===== src/rtl/zpt_pkg.sv =====
// Shared types for the zone privilege tracker.
// Assumes: the mode is encoded on two bits and the value 3 is never used.
package zpt_pkg;
    typedef enum logic [1:0] {
        MODE_STD  = 2'd0,
        MODE_AUTH = 2'd1,
        MODE_ENC  = 2'd2
    } comm_mode_e;
endpackage


===== src/rtl/zpt_attempt_bank.sv =====
// Bank of saturating failure counters, one per password set or key.
// It reports whether the current attempt is granted. An entry locks once
// its count reaches LIMIT, and after that it never grants again.
// Assumes: at most one attempt per cycle; try_valid is already gated by the caller.
module zpt_attempt_bank #(
    parameter int N     = 8,
    parameter int LIMIT = 4,
    localparam int IDX_W = (N > 1) ? $clog2(N) : 1,
    localparam int CNT_W = $clog2(LIMIT + 1)
) (
    input  logic             clk,
    input  logic             rst_n,
    input  logic             try_valid,
    input  logic [IDX_W-1:0] try_idx,
    input  logic             try_ok,
    output logic             grant
);
    logic [N-1:0] locked;

    for (genvar i = 0; i < N; i++) begin : g_entry
        logic [CNT_W-1:0] cnt_q;
        logic             hit;

        assign hit       = try_valid && (try_idx == IDX_W'(i));
        assign locked[i] = (cnt_q == CNT_W'(LIMIT));

        // Count failures; a pass before lock-out clears the count.
        always_ff @(posedge clk) begin
            if (!rst_n) begin
                cnt_q <= '0;
            end else if (hit && !locked[i]) begin
                cnt_q <= try_ok ? '0 : cnt_q + CNT_W'(1);
            end
        end

        assert_cnt_bound_R10 : assert property (@(posedge clk) disable iff (!rst_n)
            cnt_q <= CNT_W'(LIMIT));
    end

    // Pass only for a good result on an entry that is not locked.
    always_comb begin
        grant = try_valid && try_ok && !locked[try_idx];
    end

    assert_lock_sticky_R10 : assert property (@(posedge clk) disable iff (!rst_n)
        ($past(locked) & ~locked) == '0);
endmodule


===== src/rtl/zpt_session.sv =====
// Session state: the one held password, the held key and the communication mode.
// Card reset or a failed MAC in a non-Standard mode revokes all of it, and
// the requests of that cycle are discarded, counters included.
// Assumes: the crypto and compare results arrive already computed, one per cycle per kind.
module zpt_session
    import zpt_pkg::*;
#(
    parameter int NUM_PW_SETS = 8,
    parameter int NUM_KEYS    = 4,
    parameter int TRIAL_LIMIT = 4,
    localparam int PW_W  = $clog2(NUM_PW_SETS),
    localparam int KEY_W = $clog2(NUM_KEYS)
) (
    input  logic             clk,
    input  logic             rst_n,
    input  logic             card_rst,
    input  logic             pw_req,
    input  logic [PW_W-1:0]  pw_sel,
    input  logic             pw_is_write,
    input  logic             pw_match,
    input  logic             auth_req,
    input  logic [KEY_W-1:0] auth_key_sel,
    input  logic             auth_pass,
    input  logic             enc_req,
    input  logic [KEY_W-1:0] enc_key_sel,
    input  logic             enc_pass,
    input  logic             mac_chk,
    input  logic             mac_match,
    output logic             pw_active_q,
    output logic [PW_W-1:0]  pw_set_q,
    output logic             pw_write_q,
    output logic             auth_active_q,
    output logic [KEY_W-1:0] auth_key_q,
    output comm_mode_e       mode_q
);
    logic revoke;
    logic pw_grant;
    logic auth_grant;
    logic enc_fits;

    // Revocation condition for this cycle.
    always_comb begin
        revoke = card_rst || (mac_chk && !mac_match && (mode_q != MODE_STD));
    end

    zpt_attempt_bank #(.N(NUM_PW_SETS), .LIMIT(TRIAL_LIMIT)) u_pw_bank (
        .clk       (clk),
        .rst_n     (rst_n),
        .try_valid (pw_req && !revoke),
        .try_idx   (pw_sel),
        .try_ok    (pw_match),
        .grant     (pw_grant)
    );

    zpt_attempt_bank #(.N(NUM_KEYS), .LIMIT(TRIAL_LIMIT)) u_key_bank (
        .clk       (clk),
        .rst_n     (rst_n),
        .try_valid (auth_req && !revoke),
        .try_idx   (auth_key_sel),
        .try_ok    (auth_pass),
        .grant     (auth_grant)
    );

    // Encryption may only start on the key that is held.
    always_comb begin
        enc_fits = enc_req && enc_pass && auth_active_q && (enc_key_sel == auth_key_q);
    end

    // Held password: replaced on a pass, cleared on a failure or a revocation.
    always_ff @(posedge clk) begin
        if (!rst_n || revoke) begin
            pw_active_q <= 1'b0;
            pw_set_q    <= '0;
            pw_write_q  <= 1'b0;
        end else if (pw_req) begin
            pw_active_q <= pw_grant;
            pw_set_q    <= pw_grant ? pw_sel : '0;
            pw_write_q  <= pw_grant && pw_is_write;
        end
    end

    // Held key and mode: authentication first, then encryption activation.
    always_ff @(posedge clk) begin
        if (!rst_n || revoke) begin
            auth_active_q <= 1'b0;
            auth_key_q    <= '0;
            mode_q        <= MODE_STD;
        end else if (auth_req) begin
            auth_active_q <= auth_grant;
            auth_key_q    <= auth_grant ? auth_key_sel : '0;
            mode_q        <= auth_grant ? MODE_AUTH : MODE_STD;
        end else if (enc_fits) begin
            mode_q <= MODE_ENC;
        end
    end

    assert_enc_needs_auth_R6 : assert property (@(posedge clk) disable iff (!rst_n)
        (mode_q == MODE_ENC) |-> auth_active_q);

    assert_mac_revoke_R7 : assert property (@(posedge clk) disable iff (!rst_n)
        (mac_chk && !mac_match && (mode_q != MODE_STD)) |=>
            ((mode_q == MODE_STD) && !pw_active_q && !auth_active_q));

    assert_card_rst_clear_R9 : assert property (@(posedge clk) disable iff (!rst_n)
        card_rst |=> ((mode_q == MODE_STD) && !pw_active_q && !auth_active_q));

    assert_std_without_key_R5 : assert property (@(posedge clk) disable iff (!rst_n)
        !auth_active_q |-> (mode_q == MODE_STD));
endmodule


===== src/rtl/zpt_zone_gate.sv =====
// Access decision for one zone. It combines the zone's configuration field
// with the held privileges and drives a read grant and a write grant.
// Assumes: field layout {enc_req, auth_req, pw_req, key[KEY_W], set[PW_W]}, LSB first.
module zpt_zone_gate
    import zpt_pkg::*;
#(
    parameter int PW_W  = 3,
    parameter int KEY_W = 2,
    localparam int CFG_W = PW_W + KEY_W + 3
) (
    input  logic             clk,
    input  logic             rst_n,
    input  logic [CFG_W-1:0] cfg,
    input  logic             pw_active,
    input  logic [PW_W-1:0]  pw_set,
    input  logic             pw_write,
    input  logic             auth_active,
    input  logic [KEY_W-1:0] auth_key,
    input  comm_mode_e       mode,
    output logic             rd_ok,
    output logic             wr_ok
);
    logic [PW_W-1:0]  c_set;
    logic [KEY_W-1:0] c_key;
    logic             c_need_pw, c_need_auth, c_need_enc;
    logic             pw_rd, pw_wr, key_ok, enc_ok;

    // Split the configuration field.
    always_comb begin
        c_set       = cfg[PW_W-1:0];
        c_key       = cfg[PW_W+KEY_W-1:PW_W];
        c_need_pw   = cfg[PW_W+KEY_W];
        c_need_auth = cfg[PW_W+KEY_W+1];
        c_need_enc  = cfg[PW_W+KEY_W+2];
    end

    // Each condition is met either because it is not required or because it is satisfied.
    always_comb begin
        pw_rd  = !c_need_pw || (pw_active && (pw_set == c_set));
        pw_wr  = !c_need_pw || (pw_active && pw_write && (pw_set == c_set));
        key_ok = !c_need_auth || (auth_active && (auth_key == c_key));
        enc_ok = !c_need_enc || ((mode == MODE_ENC) && (auth_key == c_key));
        rd_ok  = pw_rd && key_ok && enc_ok;
        wr_ok  = pw_wr && key_ok && enc_ok;
    end

    assert_wr_implies_rd_R2 : assert property (@(posedge clk) disable iff (!rst_n)
        wr_ok |-> rd_ok);
endmodule


===== src/rtl/zone_priv_tracker.sv =====
// Top level: session state, one access gate per zone, and the
// write rights over the password sets, including supervisor rights.
// Assumes: all inputs are synchronous to clk; the grants are combinational
// from registered state and the static configuration inputs.
module zone_priv_tracker
    import zpt_pkg::*;
#(
    parameter int NUM_ZONES   = 4,
    parameter int NUM_PW_SETS = 8,
    parameter int NUM_KEYS    = 4,
    parameter int TRIAL_LIMIT = 4,
    parameter int SUPER_SET   = 7,
    localparam int PW_W  = $clog2(NUM_PW_SETS),
    localparam int KEY_W = $clog2(NUM_KEYS),
    localparam int CFG_W = PW_W + KEY_W + 3
) (
    input  logic                       clk,
    input  logic                       rst_n,
    input  logic                       card_rst,
    input  logic                       supervisor_en,
    input  logic [NUM_ZONES*CFG_W-1:0] zone_cfg,
    input  logic                       pw_req,
    input  logic [PW_W-1:0]            pw_sel,
    input  logic                       pw_is_write,
    input  logic                       pw_match,
    input  logic                       auth_req,
    input  logic [KEY_W-1:0]           auth_key_sel,
    input  logic                       auth_pass,
    input  logic                       enc_req,
    input  logic [KEY_W-1:0]           enc_key_sel,
    input  logic                       enc_pass,
    input  logic                       mac_chk,
    input  logic                       mac_match,
    output logic [NUM_ZONES-1:0]       zone_rd_ok,
    output logic [NUM_ZONES-1:0]       zone_wr_ok,
    output logic [1:0]                 comm_mode,
    output logic [NUM_PW_SETS-1:0]     pwset_wr_ok
);
    logic             pw_active, pw_write, auth_active, super_on;
    logic [PW_W-1:0]  pw_set;
    logic [KEY_W-1:0] auth_key;
    comm_mode_e       mode;

    zpt_session #(
        .NUM_PW_SETS (NUM_PW_SETS),
        .NUM_KEYS    (NUM_KEYS),
        .TRIAL_LIMIT (TRIAL_LIMIT)
    ) u_session (
        .clk           (clk),
        .rst_n         (rst_n),
        .card_rst      (card_rst),
        .pw_req        (pw_req),
        .pw_sel        (pw_sel),
        .pw_is_write   (pw_is_write),
        .pw_match      (pw_match),
        .auth_req      (auth_req),
        .auth_key_sel  (auth_key_sel),
        .auth_pass     (auth_pass),
        .enc_req       (enc_req),
        .enc_key_sel   (enc_key_sel),
        .enc_pass      (enc_pass),
        .mac_chk       (mac_chk),
        .mac_match     (mac_match),
        .pw_active_q   (pw_active),
        .pw_set_q      (pw_set),
        .pw_write_q    (pw_write),
        .auth_active_q (auth_active),
        .auth_key_q    (auth_key),
        .mode_q        (mode)
    );

    for (genvar z = 0; z < NUM_ZONES; z++) begin : g_zone
        zpt_zone_gate #(.PW_W(PW_W), .KEY_W(KEY_W)) u_gate (
            .clk         (clk),
            .rst_n       (rst_n),
            .cfg         (zone_cfg[z*CFG_W +: CFG_W]),
            .pw_active   (pw_active),
            .pw_set      (pw_set),
            .pw_write    (pw_write),
            .auth_active (auth_active),
            .auth_key    (auth_key),
            .mode        (mode),
            .rd_ok       (zone_rd_ok[z]),
            .wr_ok       (zone_wr_ok[z])
        );
    end

    // Supervisor rights: write password of the designated set, feature enabled.
    always_comb begin
        super_on = supervisor_en && pw_active && pw_write && (pw_set == PW_W'(SUPER_SET));
    end

    for (genvar s = 0; s < NUM_PW_SETS; s++) begin : g_pwset
        // Write rights over one password set.
        always_comb begin
            pwset_wr_ok[s] = super_on || (pw_active && pw_write && (pw_set == PW_W'(s)));
        end
    end

    always_comb begin
        comm_mode = mode;
    end

    assert_pwset_onehot_R12 : assert property (@(posedge clk) disable iff (!rst_n)
        !supervisor_en |-> $onehot0(pwset_wr_ok));
endmodule


===== config.mk =====
export PLATFORM = sky130hd
export DESIGN_NAME = zone_priv_tracker
export DESIGN_NICKNAME = d
export VERILOG_FILES = /design/src/rtl/zpt_pkg.sv /design/src/rtl/zpt_attempt_bank.sv /design/src/rtl/zpt_session.sv /design/src/rtl/zpt_zone_gate.sv /design/src/rtl/zone_priv_tracker.sv
export SDC_FILE = /design/constraint.sdc
export NUM_CORES = 1
export LEC_CHECK = 0
export CAP_MARGIN = 20
export CORE_UTILIZATION = 40
export DETAILED_ROUTE_END_ITERATION = 10
export PLACE_DENSITY = 0.74
export SYNTH_ARGS = -nofsm -noshare
export SYNTH_HDL_FRONTEND = slang
export SYNTH_SLANG_ARGS = --single-unit
export TNS_END_PERCENT = 30

===== constraint.sdc =====
create_clock -name clk -period 3.75 [get_ports clk]
set_clock_uncertainty 0.1 [all_clocks]
set_input_delay 0.375 -clock clk [delete_from_list [all_inputs] [get_ports clk]]
set_output_delay 0.375 -clock clk [all_outputs]
set_load 0.01 [all_outputs]

==> results.md, run 1 <==
* CTS tree: done
* GRT Overall Usage at 0.181
* Gate Count Post-Synth at 403
* VDD IR max at 125 uV
* PostCTS Resize Cnt at 0
* Area growth syn-to-layout at 26.1%
* Netlist cell types at 50
* Reg area at 921 sq um
* Skew-Pair Late Insertion Delay at 0.30 ns
* Drt first pass iters at 6
* Wire length per cell at 12.9 microns
* Max Fclk at 376 MHz
* Slew Viols, Final at 0
* Top-area cell type share of the netlist area at 0.292
* Post-synthesis sequential area ratio at 0.292
* H-tree levels at 2
* Port Buf Inserts at 69
* CP required at 3.27 ns
* Synth top area cells: dfxtp_1, ha_1, a21oi_1
* Net Count, Synth at 479
* Die height at 90.8 microns
* Post-Syn Area at 3150 sq um
* Period minus WS final at 2.66 ns
* Clk sinks at 46
* Clock buffer depth at 2
* Die W at 90.8 microns
* Vias per cell at 5.29
* YS warnings at 0
* Antenna violations before repair at 0
* TNS Setup at 0 ns
* Critical path class: reg2out
* Share of cells above drive strength 1 at 0.0677
* Root buf cell: clkbuf_8
* Filler cells at 724
* Worst Hold Class: reg2reg
* DR vias at 2961
* Power after layout at 1.01 mW
* RSZ-0062 raised after global routing: no
* Post-synth EDFFs at 0
* Async set-or-reset flop fraction in the synthesized netlist at 0
* Worst-Margin Slew at 0.587 ns
* Count leader, synth: nand2_1
* Post-DRT Antenna Nets at 0
* DRC at 0
* Leak at 1.45 nW
* Vias in the first global route at 2760
* Design area at 3980 sq um
* Cell taking the most area after synthesis: dfxtp_1
* FP Rows at 32
* #FFs+latches synth at 46
* Global-route wire length before repair at 12400 microns
* Element type at the critical path end: primary output
* Footprint of the multi-input gates at 1990 sq um
* Num CTS Buffers at 5
* Slew margin rel. at 0.608
* Postcts setup bufs at 0
* Post-DP HPWL at 5420 microns
* CP max FO at 12
* Largest net degree at the start of global routing at 35
* Grt ovf at 0
* Startpoint Class: flip-flop
* Max-cap violations at 0
* Commonest cells post-synth: nand2_1, dfxtp_1, a21oi_1, inv_1
* # IOs at 70
* Final Util at 0.518
* Final GP Congestion at 0.787
* Syn Area/Cell at 7.83 sq um
* Final #Nets at 533
* Initial Util at 0.410
* Hold Fails Final Rpt at 0
* Cell area after placement at 3870 sq um
* Fin crit share at 0.709
* R2R cell count at 5
* Routed WL at 7200 microns
* Antenna fix cells at 0
* Synth Flop Type: dfxtp_1
* Die area at 8240 sq um
* Crit path arrival time at 2.19 ns
* Pwr dens at 255 nW/um^2
* Final setup viols at 0
* Clock transition at path regs at 0.09 ns
* Hold_buf cts at 0
* Initial DRC count at 179
* Core box area at 7690 sq um
* Worst hold path depth at 2
* Status: completed
## final cells by class
type                       instances  share of cell area
clock inverter                     3              0.0101
sequential                        46               0.231
timing repair buffer              72               0.179
clock buffer                       5              0.0173
multi-input combinational        300               0.500
tap                              102              0.0321
inverter                          32              0.0302
## cells in the final DEF (no fill, tap or decap), drive strengths merged, types with 5 or more instances in the layout
cell	synthesis	routed
a21oi	44	44
nand3	16	16
nor2	24	24
nand2	48	48
clkbuf	15	5
mux2i	6	6
or3b	8	8
or4b	9	9
dfxtp	46	46
xor2	22	22
clkdlybuf4s50	0	69
inv	32	32
or3	10	10
ha	24	24
o22ai	5	5
o21ai	16	16
nor2b	9	9
nor3	8	8
## critical path, cell delays in order (launching register included)
cell	delay, ns
dfxtp_1	0.60
xor2_1	0.12
nor3_1	0.30
nand2_1	0.10
a21oi_1	0.19
clkdlybuf4s50_1	0.56
## worst paths after layout
path                                                               from                                      end  slack [ns]
worst min register to register  u_session.u_pw_bank.g_entry[1].cnt_q[1]  u_session.u_pw_bank.g_entry[1].cnt_q[1]        0.37
worst max register to register                      u_session.mode_q[0]  u_session.u_pw_bank.g_entry[7].cnt_q[2]        1.51
worst max-delay path                              u_session.pw_set_q[1]                            zone_wr_ok[3]        1.09
worst min-delay path            u_session.u_pw_bank.g_entry[1].cnt_q[1]  u_session.u_pw_bank.g_entry[1].cnt_q[1]        0.37
## registers in the layout (all words and copies together) (netlist names)
| name | cells |
|---|---|
| u_session.u_key_bank.g_entry.cnt_q | 12 |
| u_session.u_pw_bank.g_entry.cnt_q | 24 |
| u_session.auth_active_q | 1 |
| u_session.pw_set_q | 3 |
| u_session.pw_write_q | 1 |
| u_session.auth_key_q | 2 |
| u_session.pw_active_q | 1 |
| u_session.mode_q | 2 |
## where the power goes
| group | internal [mW] | switching [mW] | total, mW | leakage [nW] |
|---|---|---|---|---|
| sequential | 0.492 | 0.00572 | 0.498 | 0.371 |
| clock | 0.196 | 0.168 | 0.365 | 0.0579 |
| combinational | 0.0821 | 0.0700 | 0.152 | 1.02 |
| total | 0.770 | 0.244 | 1.01 | 1.45 |
## per-stage QoR
step           instances  hold slack (ns)  setup slack [ns]
2_1_floorplan        403            0.348              1.67
3_3_place_gp         552            0.358              1.12
3_5_place_dp         552            0.367              1.06
4_1_cts              560            0.378              1.04
5_1_grt              560            0.405             0.916
6_report             560            0.375              1.09
## cell families after synthesis
kind of cell,share of synthesized area
compound gates,0.182
xor+xnor,0.0611
fa+ha+maj,0.0952
buf+inv,0.0777
flops,0.292
mux,0.0190
simple gates,0.273
## per-layer routing
layer / part of all wire / track usage / routed length (microns)
met5: 0 / 0 / 0
met4: 0.018 / 0.0688 / 133
met2: 0.48 / 0.316 / 3460
met1: 0.45 / 0.223 / 3260
met3: 0.048 / 0.0303 / 347
Power figures use the tool's default switching activity.
==> run 2: changes to the inputs <==
clock period = 2.8 ns   (was 3.75 ns; I/O delays follow)
==> results.md, run 2 (synthesis gave the netlist of run 1 again) <==
* Wire length per cell at 12.9 microns (about the same)
* Initial DRC count at 96 (was 179)
* Share of cells above drive strength 1 at 0.0675 (was 0.0677)
* Non-Filler Instances at 561 (was 560)
* PnR worst setup slack at 0.263 ns (was 1.09 ns)
* Largest net degree at the start of global routing at 28 (was 35)
* Antenna fix cells at 0 (unchanged)
* GRT Overall Usage at 0.179 (was 0.181)
* Pwr dens at 326 nW/um^2 (was 255 nW/um^2)
* Met2 GRT Util at 0.320 (was 0.316)
* R2R cell count at 5 (unchanged)
* Initial Util at 0.410 (unchanged)
* Drt first pass iters at 4 (was 6)
* CTS tree: done (unchanged)
* Die W at 90.8 microns (unchanged)
* FP Rows at 32 (unchanged)
* Post-DP HPWL at 5530 microns (was 5420 microns)
* Cell area after placement at 3880 sq um (was 3870 sq um)
* Worst Hold Class: reg2reg (unchanged)
* Post-DRT Antenna Nets at 0 (unchanged)
* Die height at 90.8 microns (unchanged)
* # IOs at 70 (unchanged)
* Most frequent cells in the layout: clkdlybuf4s50_1, nand2_1, dfxtp_1, a21oi_1, inv_1 (unchanged)
* Element type at the critical path end: primary output (unchanged)
* Leak at 1.45 nW (about the same)
* Postcts setup bufs at 0 (unchanged)
* Filler cells at 732 (was 724)
* Num CTS Buffers at 5 (unchanged)
* PostCTS Resize Cnt at 0 (unchanged)
* Worst path cell trace: xor2_1, nor3_1, nand2_1, a21oi_1, clkdlybuf4s50_1 (unchanged)
* H-tree levels at 2 (unchanged)
* Largest regs: u_session.u_pw_bank.g_entry.cnt_q: 24 flops, u_session.u_key_bank.g_entry.cnt_q: 12 flops, u_session.pw_set_q: 3 flops (unchanged)
* Slew margin rel. at 0.665 (was 0.608)
* CP required at 2.42 ns (was 3.27 ns)
* Port Buf Inserts at 69 (unchanged)
* Largest register FFs at 24 (unchanged)
* Slowest-stage cell, CP: dfxtp_1 (unchanged)
* Kind of cell adding the most delay to the critical path: flip-flops (unchanged)
* Die area at 8240 sq um (unchanged)
* Largest register by flop count: u_session.u_pw_bank.g_entry.cnt_q (unchanged)
* Slew Viols, Final at 0 (unchanged)
* Clock transition at path regs at 0.08 ns (was 0.09 ns)
* Clk sinks at 46 (unchanged)
* Root buf cell: clkbuf_8 (unchanged)
* Crit path arrival time at 2.16 ns (was 2.19 ns)
* Levels on crit path at 5 (unchanged)
* VDD IR max at 185 uV (was 125 uV)
* Core box area at 7690 sq um (unchanged)
* Worst hold path depth at 2 (unchanged)
* Worst-Margin Slew at 0.502 ns (was 0.587 ns)
* Antenna violations before repair at 0 (unchanged)
* Vias in the first global route at 2826 (was 2760)
* Footprint of the multi-input gates at 1990 sq um (unchanged)
* Hold Fails Final Rpt at 0 (unchanged)
* Area growth syn-to-layout at 25.8% (was 26.1%)
* RSZ-0062 raised after global routing: no (unchanged)
* Reg area at 921 sq um (unchanged)
* Largest stage delay on the critical path at 0.60 ns (about the same)
* Final Util at 0.516 (was 0.518)
* CP bufs+invs at 1 (unchanged)
* GR peak layer: met2 (unchanged)
* Hold_buf cts at 0 (unchanged)
* Final setup viols at 0 (unchanged)
* GR Util met3 at 0.0328 (was 0.0303)
* Status: completed (unchanged)
* Cells after DPL at 553 (was 552)
* Global-route wire length before repair at 12400 microns (unchanged)
* Design area at 3970 sq um (was 3980 sq um)
* Vias per cell at 5.24 (was 5.29)
* Final GP Congestion at 0.768 (was 0.787)
* Most common cell after layout, fill and taps aside: clkdlybuf4s50_1 (unchanged)
* Max Fclk at 394 MHz
* Place WS at 0.162 ns (was 1.06 ns)
* Max-cap violations at 0 (unchanged)
* Critical path class: reg2out (unchanged)
* Period minus WS final at 2.54 ns
* Grt ovf at 0 (unchanged)
* TNS Setup at 0 ns (unchanged)
* DR vias at 2942 (was 2961)
* Clock buffer depth at 2 (unchanged)
* Skew-Pair Late Insertion Delay at 0.30 ns (about the same)
* Final #Nets at 534 (was 533)
* Startpoint Class: flip-flop (unchanged)
* DRC at 0 (unchanged)
* Fin crit share at 0.906
* Met1 GRT Util at 0.217 (was 0.223)
* Routed WL at 7260 microns (was 7200 microns)
* CP max FO at 12 (unchanged)
[run 2: cell types whose count changed in the layout (fill, tap and decap cells not counted), sizes merged]
cell,delta
clkbuf,+2
buf,+1
bufinv,-1
clkinv,-1
[run 2: worst paths after layout]
check,startpoint,endpoint,slack [ns]
worst max register to register,u_session.mode_q[0],u_session.u_pw_bank.g_entry[7].cnt_q[2],0.52
worst min-delay path,u_session.u_pw_bank.g_entry[7].cnt_q[1],u_session.u_pw_bank.g_entry[7].cnt_q[1],0.38
worst max-delay path,u_session.pw_set_q[1],zone_wr_ok[1],0.26
worst min register to register,u_session.u_pw_bank.g_entry[7].cnt_q[1],u_session.u_pw_bank.g_entry[7].cnt_q[1],0.38
[run 2: per-stage QoR]
step,hold slack (ns),total power [mW]
5_1_grt,0.411,1.35
6_report,0.376,1.29
3_5_place_dp,0.365,0.887
3_3_place_gp,0.357,0.882
2_1_floorplan,0.297,0.776
4_1_cts,0.377,1.31
[run 2: final cells by class]
class / count / share of cell area
clock buffer: 7 / 0.0218
clock inverter: 1 / 0.00126
inverter: 32 / 0.0303
multi-input combinational: 300 / 0.501
sequential: 46 / 0.232
tap: 102 / 0.0322
timing repair buffer: 73 / 0.182
[run 2: where the power goes]
part           switching [mW]  total, mW  internal [mW]
Clock                   0.220      0.420          0.200
Sequential            0.00775      0.667          0.659
Combinational          0.0950      0.206          0.111
Total                   0.323       1.29          0.969
[run 2: routing by layer]
metal / up-vias / share of wire / wire length, microns
li1: 1498 / - / -
met1: 1357 / 0.46 / 3300
met2: 76 / 0.48 / 3500
met3: 11 / 0.048 / 347
met4: 0 / 0.014 / 105
met5: - / 0 / 0
[run 2: tightest hold or removal path, cell delays in order (launching register included)]
cell	delay, ns
dfxtp_1	0.33
nand2_1	0.06
a21oi_1	0.05
